<file path="config.mk">
export PLATFORM = sky130hd
export DESIGN_NAME = ring_frame_node
export DESIGN_NICKNAME = d
export VERILOG_FILES = /design/src/rtl/rnf_pkg.sv /design/src/rtl/rnf_unpack.sv /design/src/rtl/rnf_pack.sv /design/src/rtl/rnf_tx_hs.sv /design/src/rtl/rnf_core.sv /design/src/rtl/ring_frame_node.sv
export SDC_FILE = /design/constraint.sdc
export NUM_CORES = 1
export LEC_CHECK = 0
export BUFFER_PORTS_ARGS = -buffer_cell sky130_fd_sc_hd__buf_2
export CORE_MARGIN = 1.5
export CORE_UTILIZATION = 52
export DETAILED_ROUTE_END_ITERATION = 6
export GPL_ROUTABILITY_DRIVEN = 0
export PLACE_DENSITY = 0.81
export SETUP_SLACK_MARGIN = 0.2
export SYNTH_ARGS = -nofsm -noshare
export SYNTH_HDL_FRONTEND = slang
export SYNTH_HIERARCHICAL = 1
export SYNTH_SLANG_ARGS = --single-unit
</file>
<file path="constraint.sdc">
create_clock -name clk -period 2.8 [get_ports clk]
set_input_delay 0.42 -clock clk [delete_from_list [all_inputs] [get_ports clk]]
set_output_delay 0.42 -clock clk [all_outputs]
set_load 0.02 [all_outputs]
</file>
<file path="src/rtl/rnf_pkg.sv">
package rnf_pkg;
    localparam int NA_W    = 7;
    localparam int HOP_W   = 8;
    localparam int CMD_W   = 4;
    localparam int BA_W    = 16;
    localparam int DW      = 32;
    localparam int FRAME_W = NA_W + 1 + HOP_W + CMD_W + BA_W + 1 + DW;

    // top bit position of each field; bit i of a field sits at TOP - i
    localparam int NA_TOP    = FRAME_W - 1;
    localparam int FLAG_POS  = NA_TOP - NA_W;
    localparam int HOP_TOP   = FLAG_POS - 1;
    localparam int CMD_TOP   = HOP_TOP - HOP_W;
    localparam int BA_TOP    = CMD_TOP - CMD_W;
    localparam int SPARE_POS = BA_TOP - BA_W;
    localparam int D_TOP     = SPARE_POS - 1;

    localparam logic [NA_W-1:0] BCAST_ID  = '1;
    localparam logic [NA_W-1:0] MASTER_ID = '0;

    localparam logic [CMD_W-1:0] CMD_READ   = CMD_W'(1);
    localparam logic [CMD_W-1:0] CMD_WRITE  = CMD_W'(2);
    localparam logic [CMD_W-1:0] CMD_RDBC   = CMD_W'(3);
    localparam logic [CMD_W-1:0] CMD_BRIDGE = CMD_W'(4);
    localparam logic [CMD_W-1:0] CMD_NOP    = CMD_W'(7);

    typedef struct packed {
        logic [NA_W-1:0]  node;
        logic             req;
        logic [HOP_W-1:0] hop;
        logic [CMD_W-1:0] cmd;
        logic [BA_W-1:0]  baddr;
        logic             spare;
        logic [DW-1:0]    data;
    } fields_t;

    function automatic logic [HOP_W-1:0] hop_bump(input logic [HOP_W-1:0] h);
        if (&h) return h;
        return h + 1'b1;
    endfunction
endpackage

</file>
<file path="src/rtl/rnf_unpack.sv">
module rnf_unpack
    import rnf_pkg::*;
(
    input  logic [FRAME_W-1:0] frame_i,
    output fields_t            fields_o
);
    wire [NA_W-1:0]  node_w;
    wire [HOP_W-1:0] hop_w;
    wire [CMD_W-1:0] cmd_w;
    wire [BA_W-1:0]  ba_w;
    wire [DW-1:0]    data_w;

    for (genvar i = 0; i < NA_W; i++) begin : g_node
        assign node_w[i] = frame_i[NA_TOP - i];
    end
    for (genvar i = 0; i < HOP_W; i++) begin : g_hop
        assign hop_w[i] = frame_i[HOP_TOP - i];
    end
    for (genvar i = 0; i < CMD_W; i++) begin : g_cmd
        assign cmd_w[i] = frame_i[CMD_TOP - i];
    end
    for (genvar i = 0; i < BA_W; i++) begin : g_ba
        assign ba_w[i] = frame_i[BA_TOP - i];
    end
    for (genvar i = 0; i < DW; i++) begin : g_data
        assign data_w[i] = frame_i[D_TOP - i];
    end

    assign fields_o = '{node: node_w, req: frame_i[FLAG_POS], hop: hop_w,
                        cmd: cmd_w, baddr: ba_w, spare: frame_i[SPARE_POS],
                        data: data_w};
endmodule

</file>
<file path="src/rtl/rnf_pack.sv">
module rnf_pack
    import rnf_pkg::*;
(
    input  fields_t            fields_i,
    output wire [FRAME_W-1:0]  frame_o
);
    for (genvar i = 0; i < NA_W; i++) begin : g_node
        assign frame_o[NA_TOP - i] = fields_i.node[i];
    end
    for (genvar i = 0; i < HOP_W; i++) begin : g_hop
        assign frame_o[HOP_TOP - i] = fields_i.hop[i];
    end
    for (genvar i = 0; i < CMD_W; i++) begin : g_cmd
        assign frame_o[CMD_TOP - i] = fields_i.cmd[i];
    end
    for (genvar i = 0; i < BA_W; i++) begin : g_ba
        assign frame_o[BA_TOP - i] = fields_i.baddr[i];
    end
    for (genvar i = 0; i < DW; i++) begin : g_data
        assign frame_o[D_TOP - i] = fields_i.data[i];
    end

    assign frame_o[FLAG_POS]  = fields_i.req;
    assign frame_o[SPARE_POS] = fields_i.spare;
endmodule

</file>
<file path="src/rtl/rnf_tx_hs.sv">
module rnf_tx_hs (
    input  logic clk,
    input  logic rst_n,
    input  logic start_i,
    input  logic tx_ready_i,
    output logic tx_send_o,
    output logic done_o
);
    typedef enum logic [1:0] {
        H_IDLE,
        H_ASSERT,
        H_WAIT
    } hs_state_e;

    hs_state_e st, st_n;

    always_ff @(posedge clk or negedge rst_n) begin
        if (!rst_n) st <= H_IDLE;
        else        st <= st_n;
    end

    always_comb begin
        st_n = st;
        unique case (st)
            H_IDLE:   if (start_i)     st_n = H_ASSERT;
            H_ASSERT: if (!tx_ready_i) st_n = H_WAIT;
            H_WAIT:   if (tx_ready_i)  st_n = H_IDLE;
            default:                   st_n = H_IDLE;
        endcase
    end

    always_comb begin
        tx_send_o = 1'b0;
        done_o    = 1'b0;
        unique case (st)
            H_IDLE:   ;
            H_ASSERT: tx_send_o = 1'b1;
            H_WAIT:   done_o    = tx_ready_i;
            default:  ;
        endcase
    end
endmodule

</file>
<file path="src/rtl/rnf_core.sv">
module rnf_core
    import rnf_pkg::*;
(
    input  logic             clk,
    input  logic             rst_n,
    input  logic [NA_W-1:0]  node_id,
    input  logic             rx_valid,
    input  fields_t          rx_f,
    output logic             rx_ready,
    output logic             bus_req,
    output logic             bus_we,
    output logic [BA_W-1:0]  bus_addr,
    output logic [DW-1:0]    bus_wdata,
    input  logic [DW-1:0]    bus_rdata,
    output logic             bridge,
    output fields_t          out_f,
    output logic             hs_start,
    input  logic             hs_done
);
    typedef enum logic [2:0] {
        C_IDLE,
        C_EXEC,
        C_RDWAIT,
        C_LAUNCH,
        C_WAITTX
    } core_state_e;

    core_state_e st, st_n;
    fields_t     req_q;
    fields_t     out_q;
    logic        bridge_q;

    logic hit, bcast, is_read, is_rdbc, is_write, is_bridge, is_nop;
    logic needs_read, consume;
    fields_t fwd_bumped, reply_f;

    always_comb begin
        bcast      = (req_q.node == BCAST_ID);
        hit        = req_q.req && (bcast || (req_q.node == node_id));
        is_read    = hit && (req_q.cmd == CMD_READ);
        is_rdbc    = hit && (req_q.cmd == CMD_RDBC);
        is_write   = hit && (req_q.cmd == CMD_WRITE);
        is_bridge  = hit && (req_q.cmd == CMD_BRIDGE);
        is_nop     = hit && (req_q.cmd == CMD_NOP);
        needs_read = is_read || is_rdbc;
        consume    = (is_write || is_bridge) && !bcast;

        fwd_bumped     = req_q;
        fwd_bumped.hop = hop_bump(req_q.hop);

        reply_f      = req_q;
        reply_f.node = MASTER_ID;
        reply_f.req  = 1'b0;
        reply_f.hop  = hop_bump(req_q.hop);
        reply_f.data = bus_rdata;
    end

    // state register
    always_ff @(posedge clk or negedge rst_n) begin
        if (!rst_n) st <= C_IDLE;
        else        st <= st_n;
    end

    // transitions
    always_comb begin
        st_n = st;
        unique case (st)
            C_IDLE:   if (rx_valid) st_n = C_EXEC;
            C_EXEC: begin
                if (needs_read)   st_n = C_RDWAIT;
                else if (consume) st_n = C_IDLE;
                else              st_n = C_LAUNCH;
            end
            C_RDWAIT: st_n = C_LAUNCH;
            C_LAUNCH: st_n = C_WAITTX;
            C_WAITTX: if (hs_done) st_n = C_IDLE;
            default:  st_n = C_IDLE;
        endcase
    end

    // state outputs
    always_comb begin
        rx_ready = 1'b0;
        bus_req  = 1'b0;
        bus_we   = 1'b0;
        hs_start = 1'b0;
        unique case (st)
            C_IDLE:   rx_ready = 1'b1;
            C_EXEC: begin
                bus_req = needs_read || is_write;
                bus_we  = is_write;
            end
            C_RDWAIT: ;
            C_LAUNCH: hs_start = 1'b1;
            C_WAITTX: ;
            default:  ;
        endcase
    end

    assign bus_addr  = req_q.baddr;
    assign bus_wdata = req_q.data;

    // datapath registers
    always_ff @(posedge clk or negedge rst_n) begin
        if (!rst_n) begin
            req_q    <= '0;
            out_q    <= '0;
            bridge_q <= 1'b0;
        end else begin
            if (st == C_IDLE && rx_valid) req_q <= rx_f;
            if (st == C_EXEC) begin
                if (is_nop || ((is_write || is_bridge) && bcast)) out_q <= req_q;
                else                                              out_q <= fwd_bumped;
                if (is_bridge) bridge_q <= req_q.data[0];
            end
            if (st == C_RDWAIT) begin
                if (is_rdbc && !bus_rdata[0]) out_q <= req_q;
                else                          out_q <= reply_f;
            end
        end
    end

    assign bridge = bridge_q;
    assign out_f  = out_q;
endmodule

</file>
<file path="src/rtl/ring_frame_node.sv">
module ring_frame_node
    import rnf_pkg::*;
(
    input  logic               clk,
    input  logic               rst_n,
    input  logic [NA_W-1:0]    node_id,
    input  logic               rx_valid,
    input  logic [FRAME_W-1:0] rx_frame,
    output logic               rx_ready,
    output logic [FRAME_W-1:0] tx_frame,
    output logic               tx_send,
    input  logic               tx_ready,
    output logic               bus_req,
    output logic               bus_we,
    output logic [BA_W-1:0]    bus_addr,
    output logic [DW-1:0]      bus_wdata,
    input  logic [DW-1:0]      bus_rdata,
    output logic               bridge
);
    fields_t rx_f, out_f;
    logic    hs_start, hs_done;
    wire [FRAME_W-1:0] packed_w;

    rnf_unpack u_unpack (
        .frame_i  (rx_frame),
        .fields_o (rx_f)
    );

    rnf_core u_core (
        .clk       (clk),
        .rst_n     (rst_n),
        .node_id   (node_id),
        .rx_valid  (rx_valid),
        .rx_f      (rx_f),
        .rx_ready  (rx_ready),
        .bus_req   (bus_req),
        .bus_we    (bus_we),
        .bus_addr  (bus_addr),
        .bus_wdata (bus_wdata),
        .bus_rdata (bus_rdata),
        .bridge    (bridge),
        .out_f     (out_f),
        .hs_start  (hs_start),
        .hs_done   (hs_done)
    );

    rnf_pack u_pack (
        .fields_i (out_f),
        .frame_o  (packed_w)
    );

    rnf_tx_hs u_hs (
        .clk        (clk),
        .rst_n      (rst_n),
        .start_i    (hs_start),
        .tx_ready_i (tx_ready),
        .tx_send_o  (tx_send),
        .done_o     (hs_done)
    );

    assign tx_frame = packed_w;
endmodule

</file>
==> run_results.csv <==
group,metric,value,unit
global_route,grt_overflow,0,
sta,max-slew-margin-rel,0.5450,
power_and_ir_drop,pwr-share-seq,0.340,
global_route,antenna_found_initial,0,
worst_setup_path,endpoint_kind,"output pin",
die,design.core.area,14040,um2
outcome,violations,"negative hold slack",
sta,clock_skew,0.005701,ns
yosys,syn-num-nets,829,
clocking,clk_pin_slew_worst_paths,0.06,ns
power_and_ir_drop,vdd.ir_drop.worst,896.6,uV
yosys,synth_area_per_cell,10.53,um2
sta,final-max-slew-violation-count,0,
worst_setup_path,cp.required,2.38,ns
clocking,cts_buffer_depth,2,
global_route,grt_pass1_wl,23850,um
yosys,seq_area_frac_synth,0.4778,
drt,top_layer,"met4",
worst_setup_path,startpoint_type,"flip-flop",
die,die_w,123.4,um
clocking,hold_buffers,0,
drt,met2WireLength,7859,um
sta,setup_ws,0.06111,ns
final_layout,final_cells,969,
clocking,htree_levels,4,
die,die-area,15230,um2
yosys,synth_edf_count,0,
power_and_ir_drop,powerDensity,1391,nW/um2
global_route,grt_pass1_vias,4802,
power_and_ir_drop,internal_power,6.806,mW
yosys,synth_cell_types,47,
sta,tightest_slew,0.6824,ns
outcome,status,"complete, but fails checks",
drt,drc,0,
power_and_ir_drop,finalPower,11.60,mW
drt,drt-total-wl,15860,um
min_path,hold_path_class,"input port to asynchronous set/reset pin",
final_layout,seqCellArea,3606,um2
worst_setup_path,cp_max_fo,3,
job,maxCapViolations,0,
die,ios,234,
drt,ant_nets,0,
clocking,cts-root-buf,"clkbuf_16",
yosys,synth.cell_area,7541,um2
power_and_ir_drop,power.switching,4.798,mW
drt,wl_per_cell,16.36,um
final_layout,fin_nets,889,
yosys,synth_async_sr_flop_share,1.000,
final_layout,multiInputGateArea,2504,um2
yosys,ys.flop_type,"dfrtp_1",
clocking,clock_latency,0.41,ns
yosys,synthesis.instances,716,
clocking,cts_made_buffers,17,
yosys,synth_warnings,6,
drt,wl_met3,1245,um
power_and_ir_drop,power_frac_clock,0.197,
drt,met1Wirelength,6515,um
power_and_ir_drop,switching_share,0.4135,
sta,period_minus_slack,2.739,ns
sta,timing.setup.tns,0,ns
power_and_ir_drop,comb_power_share,0.463,
die,start_util,0.5370,
global_route,grt_util_all_layers,0.2051,
placement,portBuffers,233,
drt,drt_iter0_drc,182,
sta,fmax,0.3651,GHz
worst_setup_path,rrSetupSlack,0.30,ns
sta,whs,-0.004989,ns
clocking,cts_tree,"yes",
final_layout,fin_util,0.5943,
worst_setup_path,r2r_end,"u_core/out_f[53]",
placement,dp_cells,927,
placement,dp_hpwl,10790,um
final_layout,fillers,1174,
drt,vias,4996,
clocking,cts.sinks,144,
global_route,grt_max_degree,63,
sta,final-setup-viol-count,0,
yosys,synth-seq-cells,144,
sta,hold_violations,3,
drt,avgViaCountPerCell,5.156,
sta,fin_crit_sh,0.9782,
worst_setup_path,r2r_cells,9,
die,row_count,43,
drt,first_pass_iters,5,
final_layout,syn_to_final_growth,10.67,%
worst_setup_path,arrival,2.32,ns
die,die_h,123.4,um
worst_setup_path,crit_type,"flip-flop to output pin",
final_layout,num_antenna_cells,0,
power_and_ir_drop,p_leak,4.155,nW
worst_setup_path,r2r-start,"u_core/fwd_bumped[52]",
final_layout,layout-drive-gt1-share,0.4766,
placement,place_ws,0.2241,ns
sta,rsz0062_at_grt,"true",
layout by cell type, fill, tap and decap left out, types with 3 or more instances in the layout:
| cell type | instances |
|---|---|
| a21oi_1 | 17 |
| a221o_1 | 8 |
| and3_1 | 3 |
| buf_12 | 4 |
| buf_2 | 231 |
| buf_4 | 22 |
| bufinv_16 | 3 |
| clkbuf_16 | 17 |
| clkinv_2 | 5 |
| clkinvlp_4 | 3 |
| dfrtp_1 | 142 |
| mux2_2 | 70 |
| mux2i_1 | 27 |
| nand2_1 | 119 |
| nand3_1 | 6 |
| nor2_1 | 14 |
| nor2b_1 | 3 |
| nor3_1 | 3 |
| nor3b_1 | 6 |
| o21ai_0 | 31 |
| xor2_1 | 6 |
cell families (layout without fill, tap and decap cells):
| family | count (synthesis) | after routing | synth area share |
|---|---|---|---|
| AOI/OAI and AO/OA | 73 | 73 | 0.06206 |
| buffers and inverters | 217 | 290 | 0.2031 |
| DFF | 144 | 144 | 0.4779 |
| muxes | 97 | 97 | 0.1404 |
| adders and majority gates | 1 | 1 | 0.001659 |
| and+or+nand+nor | 175 | 175 | 0.1045 |
| xor gates and xnor gates | 9 | 9 | 0.01045 |
timing repair:
action / 4_1_cts / 5_1_grt
buffers inserted: 7 / 3
gates resized for setup: 5 / 8
setup endpoints to repair: 2 / 10
pin swaps: 3 / 2
layout make-up:
class / count / share of cell area
clock buffers: 21 / 0.05517
clock inverters: 11 / 0.01649
multi-input cells: 355 / 0.3000
flip-flops and latches: 144 / 0.4321
well taps: 180 / 0.02699
repair buffers: 258 / 0.1693
cell usage after synthesis, drive strengths merged, types with 3 or more instances:
cell type / number / share of area
nor2: 14 / 0.0070
buf: 202 / 0.20
o21ai: 31 / 0.021
nor3b: 6 / 0.0060
and3: 3 / 0.0025
mux2i: 27 / 0.036
or3: 4 / 0.0040
xor2: 7 / 0.0081
clkbuf: 15 / 0.0075
a221o: 8 / 0.011
nor2b: 3 / 0.0025
dfrtp: 144 / 0.48
nand2: 119 / 0.059
a21oi: 18 / 0.012
nand3: 6 / 0.0040
mux2: 70 / 0.10
nor3: 3 / 0.0020
through the flow:
step                instance area [um2]  hold WS, ns
floorplan                          7547       0.1244
global placement                   7599       0.4424
detailed placement                 7599       0.4406
CTS                                8278    0.0009804
global route                       8346      0.02006
finish                             8346    -0.004989
flip-flops by register name, indices dropped and copies added (netlist names):
signal / count
u_core/fwd_bumped: 13
u_core/bridge: 1
u_core/st: 3
u_core/req_q: 8
u_core/bus_addr: 16
u_hs/st: 2
u_core/out_f: 69
u_core/bus_wdata: 32
per-layer routing:
| metal | vias to the layer above | track usage |
|---|---|---|
| met2 | 185 | 0.3438 |
| met5 | - | 0 |
| met4 | 0 | 0.06250 |
| met1 | 2449 | 0.2427 |
| li1 | 2341 | - |
| met3 | 21 | 0.08164 |
power by group through the flow:
stage               Combinational, mW  Clock [mW]  Sequential, mW
detailed placement               5.24           0            3.96
global route                     5.83        2.42            4.11
global placement                 5.10           0            3.92
CTS                              5.33        2.33            3.94
floorplan                        4.88           0            3.71
finish                           5.37        2.29            3.95
worst max-delay path: stages, from the launching register on:
cell	delay (ns)
dfrtp_1	0.39
nand2b_1	0.22
nor4_4	0.41
a21boi_4	0.10
or3_4	0.37
nor4b_4	0.22
buf_4	0.18
worst max path at each step:
stage	from	end	slack [ns]	cells past startpoint
2_1_floorplan	u_core/fwd_bumped[52]	bus_req	0.34	5
3_3_place_gp	node_id[2]	bus_we	0.33	7
3_5_place_dp	node_id[2]	bus_we	0.22	7
4_1_cts	u_core/fwd_bumped[68]	bus_we	0.07	6
5_1_grt	u_core/fwd_bumped[52]	bus_req	-0.01	6
6_report	u_core/fwd_bumped[52]	bus_we	0.06	6
No activity file was read; power rests on OpenSTA's default activity.
